===== config.mk =====
export PLATFORM = sky130hd
export DESIGN_NAME = rxbuf_ring
export DESIGN_NICKNAME = d
export VERILOG_FILES = /design/src/rtl/rxbuf_ring.sv
export SDC_FILE = /design/constraint.sdc
export NUM_CORES = 1
export LEC_CHECK = 0
export BUFFER_PORTS_ARGS = -buffer_cell sky130_fd_sc_hd__buf_2
export CAP_MARGIN = 20
export CORE_MARGIN = 4
export CORE_UTILIZATION = 50
export CTS_CLUSTER_SIZE = 25
export DETAILED_ROUTE_END_ITERATION = 6
export GPL_TIMING_DRIVEN = 0
export PLACE_DENSITY_LB_ADDON = 0.05
export SLEW_MARGIN = 20
export SYNTH_ARGS = -nofsm -noshare
export SYNTH_HDL_FRONTEND = slang
export SYNTH_SLANG_ARGS = --single-unit

===== constraint.sdc =====
create_clock -name clk -period 4.29 [get_ports clk]
set_input_delay 0.858 -clock clk [delete_from_list [all_inputs] [get_ports clk]]
set_output_delay 0.858 -clock clk [all_outputs]
set_load 0.03 [all_outputs]

===== src/rtl/rxbuf_ring.sv =====
module rxbuf_ring #(
  parameter int PTR_W = 16,
  parameter int LEN_W = 16,
  parameter logic [15:0] THR_INIT = 16'h02F8
) (
  input  logic             clk,
  input  logic             rst_n,
  input  logic             wide_mode,
  input  logic             reg_we,
  input  logic [2:0]       reg_sel,
  input  logic [15:0]      reg_wdata,
  output logic [PTR_W-1:0] mem_addr,
  output logic             mem_rd,
  input  logic [15:0]      mem_rdata,
  input  logic             pkt_valid,
  input  logic [LEN_W-1:0] pkt_len,
  output logic [31:0]      cur_addr,
  output logic [31:0]      cur_wc,
  output logic [PTR_W-1:0] rd_ptr,
  output logic             busy,
  output logic             stalled,
  output logic             exhausted,
  output logic             overrun,
  output logic             last_pkt
);
  localparam int PL_W = LEN_W + 2;

  logic [PTR_W-1:0] start_p, end_p, wr_p;
  logic [15:0]      thr;
  logic [1:0]       cnt;
  logic [15:0]      w0, w1, w2;

  logic [PTR_W-1:0] wmask, desc_sz, next_rd, wrapped;
  assign wmask   = wide_mode ? {{(PTR_W-2){1'b1}}, 2'b00} : {{(PTR_W-1){1'b1}}, 1'b0};
  assign desc_sz = wide_mode ? PTR_W'(16) : PTR_W'(8);
  assign next_rd = rd_ptr + desc_sz;
  assign wrapped = (next_rd == end_p) ? start_p : next_rd;

  assign mem_rd   = busy;
  assign mem_addr = rd_ptr + (PTR_W'(cnt) << (wide_mode ? 2 : 1));

  logic fetch_done;
  assign fetch_done = busy && (cnt == 2'd3);

  logic            pkt_take, too_big, lp;
  logic [PL_W-1:0] rx_len, padded;
  logic [31:0]     wc_after, addr_after;
  assign pkt_take   = pkt_valid && !busy && !stalled && !reg_we;
  assign rx_len     = PL_W'(pkt_len) + PL_W'(4);
  assign padded     = wide_mode ? (((rx_len - 1'b1) | PL_W'(3)) + 1'b1)
                                : (((rx_len - 1'b1) | PL_W'(1)) + 1'b1);
  assign too_big    = 33'(padded) > {cur_wc, 1'b0};
  assign wc_after   = cur_wc - 32'(padded >> 1);
  assign addr_after = cur_addr + 32'(padded);
  assign lp         = too_big || (wc_after < 32'(thr));

  logic wr_ok;
  logic [1:0] clr;
  logic start_fetch;
  assign wr_ok       = reg_we && !busy;
  assign clr         = (wr_ok && reg_sel == 3'd5) ? (reg_wdata[1:0] & {overrun, exhausted}) : 2'b00;
  assign start_fetch = (wr_ok && reg_sel == 3'd6) || clr[0] ||
                       (pkt_take && lp && rd_ptr != wr_p);

  always_ff @(posedge clk or negedge rst_n) begin
    if (!rst_n) begin
      start_p   <= '0;
      end_p     <= '0;
      wr_p      <= '0;
      rd_ptr    <= '0;
      thr       <= THR_INIT;
      cnt       <= '0;
      w0        <= '0;
      w1        <= '0;
      w2        <= '0;
      cur_addr  <= '0;
      cur_wc    <= '0;
      busy      <= 1'b0;
      stalled   <= 1'b0;
      exhausted <= 1'b0;
      overrun   <= 1'b0;
      last_pkt  <= 1'b0;
    end else begin
      if (wr_ok) begin
        case (reg_sel)
          3'd0: start_p <= reg_wdata[PTR_W-1:0] & wmask;
          3'd1: end_p   <= reg_wdata[PTR_W-1:0] & wmask;
          3'd2: rd_ptr  <= reg_wdata[PTR_W-1:0] & wmask;
          3'd3: wr_p    <= reg_wdata[PTR_W-1:0] & wmask;
          3'd4: thr     <= reg_wdata;
          default: ;
        endcase
      end
      if (start_fetch) begin
        busy    <= 1'b1;
        cnt     <= 2'd0;
        stalled <= 1'b0;
      end
      if (busy) begin
        cnt <= cnt + 2'd1;
        case (cnt)
          2'd0: w0 <= mem_rdata;
          2'd1: w1 <= mem_rdata;
          2'd2: w2 <= mem_rdata;
          default: begin
            cur_addr <= {w1, w0};
            cur_wc   <= {mem_rdata, w2};
            rd_ptr   <= wrapped;
            busy     <= 1'b0;
          end
        endcase
      end
      exhausted <= (exhausted & ~clr[0]) | (fetch_done && wrapped == wr_p);
      overrun   <= (overrun & ~clr[1]) | (pkt_take && too_big);
      if (pkt_take) begin
        last_pkt <= lp;
        if (!too_big) begin
          cur_addr <= addr_after;
          cur_wc   <= wc_after;
        end
        if (lp && rd_ptr == wr_p) stalled <= 1'b1;
      end
    end
  end

  p_ptr_even_r2: assert property (@(posedge clk) disable iff (!rst_n)
    rd_ptr[0] == 1'b0);

  p_busy_four_r3: assert property (@(posedge clk) disable iff (!rst_n)
    $fell(busy) |-> ($past(busy, 1) && $past(busy, 2) && $past(busy, 3) &&
                     $past(busy, 4) && !$past(busy, 5)));

  p_wrap_r4: assert property (@(posedge clk) disable iff (!rst_n)
    (fetch_done && next_rd == end_p) |=> (rd_ptr == start_p));

  p_exhaust_r5: assert property (@(posedge clk) disable iff (!rst_n)
    (fetch_done && wrapped == wr_p) |=> exhausted);

  p_refuse_r7: assert property (@(posedge clk) disable iff (!rst_n)
    (pkt_take && too_big) |=> ($stable(cur_addr) && $stable(cur_wc) && overrun && last_pkt));

  p_stall_clear_r9: assert property (@(posedge clk) disable iff (!rst_n)
    busy |-> !stalled);

  p_busy_ignore_r11: assert property (@(posedge clk) disable iff (!rst_n)
    (busy && reg_we && reg_sel == 3'd4) |=> $stable(thr));
endmodule


### After elaboration in Yosys (flattened, before gate mapping)

Index checks and enable logic that the tools add are counted.

| word-level totals | value |
|---|---|
| bits of input ports | 56 |
| latch bits | 0 |
| ROM bits | 0 |
| register bits after elaboration | 199 |
| output and inout port bits | 102 |
| logic and storage cells | 104 |
| bits in writable memories | 0 |
| memories kept | 0 |

| cells by class | value |
|---|---|
| $lt $le $gt $ge | 2 |
| shift-type cells | 1 |
| equality and inequality tests | 13 |
| reduce and logical (&&, ||, !) cells | 29 |
| muxes and demuxes | 26 |
| divide/modulo/power cells | 0 |
| bitwise gates (word level) | 8 |
| multiply operators | 0 |
| add/sub/neg operators | 9 |

Operator list:

| kind | count |
|---|---|
| 32-bit 2-to-1 mux | 8 |
| 16-bit 2-to-1 mux | 5 |
| 16-bit == test | 3 |
| 18-bit by 1-bit adder with 18-bit output (second input constant) | 2 |
| 18-bit by 33-bit > comparator with 1-bit output | 1 |
| 32-bit by 18-bit adder with 32-bit output | 1 |
| 32-bit by 16-bit < comparator with 1-bit output | 1 |
| 32-bit by 17-bit subtractor with 32-bit output | 1 |
| 18-bit 2-to-1 mux | 1 |
| 17-bit by 1-bit subtractor with 18-bit output (second input constant) | 1 |
| 16-bit by 3-bit adder with 17-bit output (second input constant) | 1 |
| 16-bit adder | 1 |
| 16-bit by 5-bit adder with 16-bit output | 1 |
| 16-bit AND | 1 |
| 16-bit != test | 1 |
| 2-bit by 2-bit left shift with 16-bit output | 1 |
| 2-bit AND reduction | 7 |
| 1-bit logical AND | 12 |
| 2-bit 2-to-1 mux | 5 |
| 3-bit == test (second input constant) | 3 |
| 3-bit by 2-bit == test with 1-bit output (second input constant) | 2 |
| 1-bit 2-to-1 mux | 6 |
| 5-bit 2-to-1 mux | 1 |
| 2-bit == test (second input constant) | 2 |
| 13 further kinds | 20 |

### Depth between registers and ports, before layout

| logic depth | value |
|---|---|
| word-level depth | 13 |
| mapped depth | 28 |
| mapped depth without buffers | 28 |

### Worst setup path after synthesis

No wires, ideal clock.

| timing | value |
|---|---|
| kind | input -> register |
| from | input pkt_len[0] |
| to | register cnt[0] |
| stages | 26 |
| library setup time | 125 ps |
| data required time | 4165 ps |
| path slack | -2263 ps |
| buffers on the path | 1 |
| arrival time | 6429 ps |
| path through | inv_1 -> ha_1 -> xnor2_1 -> ha_1 -> nand2_1 -> nor3_1 -> or3b_2 -> nor3_1 -> a21boi_0 -> nor3b_1 -> xnor2_1 -> ha_1 -> clkbuf_1 -> a21o_1 -> a31oi_1 -> xnor2_1 -> ha_1 -> nor2b_1 -> o21ai_0 -> and4_1 -> o21ai_1 -> a2111o_1 -> a211o_1 -> or4b_1 -> o31ai_1 -> nor2_1 |

| on the way | value |
|---|---|
| cells in the longest elaborated chain, start to end | 11 |
| elaborated cells on any way between the ends | 13 |
| classes of those cells | add/sub (5); order compare (2); mux (1); reduce/logical (5) |

RTL lines:

| item | line | RTL |
|---|---|---|
| start: declaration | 16 | `input logic [LEN_W-1:0] pkt_len,` |
| 16-bit by 3-bit adder with 17-bit output (*) | 49 | `assign rx_len = PL_W'(pkt_len) + PL_W'(4);` |
| 17-bit by 1-bit subtractor with 18-bit output (*) | 50, 51 |  |
| 18-bit by 1-bit adder with 18-bit output, on equally long branches | 51, 50 |  |
| 18-bit 2-to-1 mux (*) | 50 | `assign padded = wide_mode ? (((rx_len - 1'b1) \| PL_W'(3)) + 1'b1)` |
| 32-bit by 17-bit subtractor with 32-bit output | 53 | `assign wc_after = cur_wc - 32'(padded >> 1);` |
| 32-bit by 16-bit < comparator with 1-bit output | 55 | `assign lp = too_big \|\| (wc_after < 32'(thr));` |
| 1-bit logical OR (*) | 55 |  |
| 1-bit logical AND (*) (2 in series) | 63 | `(pkt_take && lp && rd_ptr != wr_p);` |
| 1-bit logical OR (*) | 62 | `assign start_fetch = (wr_ok && reg_sel == 3'd6) \|\| clr[0] \|\|` |
| 2-bit nonzero test (no line) (*) | - |  |
| end signal: assignment | 100 | `cnt <= cnt + 2'd1;` |
| end: declaration | 30 | `logic [1:0] cnt;` |

Every way passes the cells marked *; elsewhere a longest branch is shown, timed or not.
A chain may end at the register's enable or synchronous reset.

### Worst setup path in the final report

| timing | value |
|---|---|
| from | input pkt_len[1] |
| to | register cnt[0] |

The elaborated chain is that of the path after synthesis.

==> PnR_summary.wiki <==
{| class="wikitable"
! Metric !! Value
|-
| Status || finished with violations
|-
| Failing checks || negative setup slack
|-
| Chip Height || 172 µm
|-
| Total Routing Usage GR || 0.305
|-
| Hold Path Class || input pin to asynchronous set/reset pin
|-
| Global-route wire length before repair || 68.4 mm
|-
| Share of total power consumed by net switching || 0.487
|-
| RSZ-0062 raised after global routing || true
|-
| # hold bufs at CTS || 0
|-
| Width of the chip || 172 µm
|-
| Fraction of synthesis flops using an asynchronous set or reset pin || 1.00
|-
| N_diodes || 0
|-
| Total internal power || 6.93 mW
|-
| Crit. End Element || flip-flop
|-
| Synth Flop Type || sky130_fd_sc_hd__dfrtp_1
|-
| CTS clock-pin slew for the worst setup and hold paths || 0.08 ns
|-
| Worst-case clock skew || 0.0216 ns
|-
| Detailed-placement wirelength estimate || 33.9 mm
|-
| Critical-path maximum fanout || 10
|-
| Post-Synthesis Cells || 1433
|-
| Maximum Capacitance Violations || 0
|-
| Initial core utilization || 0.512
|-
| Vias in the first global route || 11548
|-
| Final worst path period share || 1.41
|-
| Final count of hold timing violations || 0
|-
| DRC Markers || 0
|-
| Clock tree buffer depth || 2
|-
| Net switching power || 6.57 mW
|-
| Biggest area consumer among synthesized cells || sky130_fd_sc_hd__dfrtp_1
|-
| Area grow syn2layout || 29.9%
|-
| Maximum level of the CTS H-tree || 4
|-
| Class of the most critical setup path || input pin to flip-flop
|-
| Pleak || 7.64 nW
|-
| Drt first pass iters || 5
|-
| Hold slack final || 0.270 ns
|-
| Critical Path AT || 6.40 ns
|-
| Proportion of power drawn by combinational gates || 0.611
|-
| Clock share of power || 0.118
|-
| Post-synthesis sequential element count || 196
|-
| Global placer's final weighted congestion || 0.951
|-
| Average vias per placed instance || 5.98
|-
| Pwr Density || 772 nW/µm²
|-
| Cell with the most instances after synthesis || sky130_fd_sc_hd__dfrtp_1
|-
| Number of clock sinks seen by CTS || 196
|-
| Die Outline Area || 29600 µm²
|-
| Flop pwr share || 0.270
|-
| Placeable core region || 26300 µm²
|-
| Std cell rows || 59
|-
| Total routed wirelength || 46.3 mm
|-
| Area share of the leading cell type in the synthesized netlist || 0.353
|-
| Crit path required time || 4.63 ns
|-
| Total congestion overflow || 0
|-
| Share of layout cells above drive strength 1 || 0.349
|-
| Starting DRT DRC Count || 952
|-
| Worst-Skew Late Latency || 0.46 ns
|-
| Average footprint of a synthesized cell || 9.39 µm²
|-
| Highest Clock Rate || 165 MHz
|-
| Top cells by count, synth || sky130_fd_sc_hd__dfrtp_1 (190), sky130_fd_sc_hd__nand2_1 (141), sky130_fd_sc_hd__mux2_2 (106)
|-
| Count of flip-flops with a built-in enable after synthesis || 0
|-
| Net count of the finished layout || 1833
|-
| Worst Setup Slack, final || -1.77 ns
|-
| Number of routed nets with antenna violations || 0
|-
| Number of top-level design ports || 158
|-
| Post-synth cell types || 82
|-
| Pin slew with the least headroom to its limit || 1.01 ns
|-
| Normalized max-slew margin || 0.325
|-
| Buffers on Ports || 155
|-
| Post-layout minimum cycle time || 6.06 ns
|-
| Yosys warning count || 0
|-
| Element type at the critical path start || input pin
|-
| Share of the core filled with cells in the final layout || 0.665
|-
| Mean routed wirelength per cell || 22.7 µm
|-
| Syn Std Cell Area || 13500 µm²
|-
| Largest vdd supply drop || 0.436 mV
|-
| TritonCTS Buffers || 17
|-
| Final Slew Violations || 0
|-
| Share of the yosys chip area belonging to registers || 0.365
|-
| Clock tree from TritonCTS || done
|-
| DR vias || 12195
|-
| Maximum number of pins on one net before global-route repair || 85
|-
| Setup violation total in the final timing report || 70
|-
| Clock root buffer || sky130_fd_sc_hd__clkbuf_16
|-
| Largest cells by area after synthesis || sky130_fd_sc_hd__dfrtp_1 (35%), sky130_fd_sc_hd__mux2_2 (8.9%), sky130_fd_sc_hd__ha_1 (7.5%)
|-
| Initial antenna violation count || 2
|}
-- kinds of logic (layout without fill, tap and decap cells) --
| logic type | after synthesis | in the layout | synth area share |
|---|---|---|---|
| AOI/OAI and AO/OA | 318 | 318 | 0.155 |
| xor gates and xnor gates | 124 | 124 | 0.0827 |
| adders and majority gates | 86 | 86 | 0.0820 |
| buffers and inverters | 158 | 426 | 0.0463 |
| DFF | 196 | 196 | 0.365 |
| muxes | 150 | 150 | 0.121 |
| other | 2 | 5 | 0.000558 |
| and+or+nand+nor | 399 | 399 | 0.147 |
-- power by group through the flow --
stage	Clock [mW]	Sequential [mW]	Combinational, mW
finish	1.60	3.65	8.25
global route	1.68	3.76	8.97
CTS	1.61	3.58	7.47
detailed placement	0	3.61	7.11
global placement	0	3.59	7.03
floorplan	0	4.08	4.54
-- layout by cell type (no fill, tap or decap), drive strengths merged, types with 9 or more instances in the layout --
cell type / instances
buf: 269
dfrtp: 190
nand2: 141
mux2: 106
inv: 94
nor2: 87
ha: 81
a21oi: 80
o21ai: 78
xnor2: 66
xor2: 56
clkbuf: 55
mux2i: 44
a21o: 31
nand3: 27
nor3: 26
nand4: 22
a211oi: 19
nor4: 17
nand2b: 16
a311oi: 16
nor2b: 15
o211ai: 11
and3: 10
o21a: 9
o31ai: 9
-- per-layer routing --
metal	GRT usage	part of all wire
met1	0.451	0.46
met2	0.459	0.45
met3	0.0631	0.068
met4	0.0755	0.021
met5	0	0.00019
-- repair_timing --
action / in CTS / in global routing
setup endpoints to repair: 70 / 82
resized for setup: 74 / 249
pin swaps: 44 / 63
buffers inserted: 26 / 59
gates cloned: 0 / 5
-- registers in the layout, indices dropped and copies added, names as in the netlist --
register   cells
w2            16
overrun        1
wr_p          15
rd_ptr        16
start_p       15
w0            16
thr           16
end_p         15
exhausted      1
cur_addr      32
cur_wc        32
busy           1
w1            16
last_pkt       1
cnt            2
stalled        1
-- through the flow --
| stage | power, mW | instance area, µm² | TNS [ns] | instances | setup WS (ns) |
|---|---|---|---|---|---|
| after floorplan | 8.62 | 13700 | -44.87 | 1436 | -1.69 |
| after global placement | 10.6 | 14900 | -359.04 | 1926 | -3.00 |
| after detailed placement | 10.7 | 14900 | -157.05 | 1928 | -3.06 |
| after CTS | 12.7 | 16100 | -89.98 | 1981 | -1.75 |
| after global routing | 14.4 | 17500 | -86.65 | 2039 | -1.94 |
| final | 13.5 | 17500 | -69.04 | 2039 | -1.77 |
-- final cells by class --
type                            instances  area [µm²]
Multi-Input combinational cell       1082        9070
Clock inverter                         13         118
Fill cell                            2161        8800
Buffer                                 62         464
Sequential cell                       196        4910
Tap cell                              335         419
Inverter                               89         359
Timing Repair Buffer                  244        1700
Clock buffer                           18         439
-- final timing paths --
kind,start,endpoint,slack [ns],cells after the start
setup / recovery,pkt_len[1],cnt[0],-1.77,28
hold / removal,rst_n,end_p[4],0.27,1
setup reg to reg,cur_wc[1],cnt[0],-0.58,19
hold reg to reg,w0[0],cur_addr[0],0.48,2
max in group asynchronous,rst_n,cur_wc[28],2.90,3
min in group clk,w0[0],cur_addr[0],0.48,2
-- worst max-delay path, stage by stage --
cell and delay [ns]:
sky130_fd_sc_hd__buf_12 0.10, sky130_fd_sc_hd__inv_12 0.03, sky130_fd_sc_hd__ha_4 0.18, sky130_fd_sc_hd__xnor2_4 0.19, sky130_fd_sc_hd__ha_4 0.17, sky130_fd_sc_hd__nand2_4 0.05
sky130_fd_sc_hd__nor3_4 0.18, sky130_fd_sc_hd__or3b_4 0.46, sky130_fd_sc_hd__nor3_4 0.18, sky130_fd_sc_hd__a21boi_4 0.27, sky130_fd_sc_hd__nor3b_4 0.23, sky130_fd_sc_hd__buf_6 0.16
sky130_fd_sc_hd__xnor2_4 0.14, sky130_fd_sc_hd__ha_4 0.24, sky130_fd_sc_hd__clkbuf_16 0.16, sky130_fd_sc_hd__a21o_1 0.18, sky130_fd_sc_hd__a31oi_1 0.18, sky130_fd_sc_hd__xnor2_1 0.18
sky130_fd_sc_hd__ha_1 0.29, sky130_fd_sc_hd__nor2b_4 0.13, sky130_fd_sc_hd__o21ai_2 0.15, sky130_fd_sc_hd__and4_1 0.20, sky130_fd_sc_hd__o21ai_1 0.06, sky130_fd_sc_hd__a2111o_1 0.37
sky130_fd_sc_hd__a211o_1 0.23, sky130_fd_sc_hd__or4b_4 0.56, sky130_fd_sc_hd__o31ai_4 0.18, sky130_fd_sc_hd__nor2_1 0.06
(Power assumes the default switching activity.)
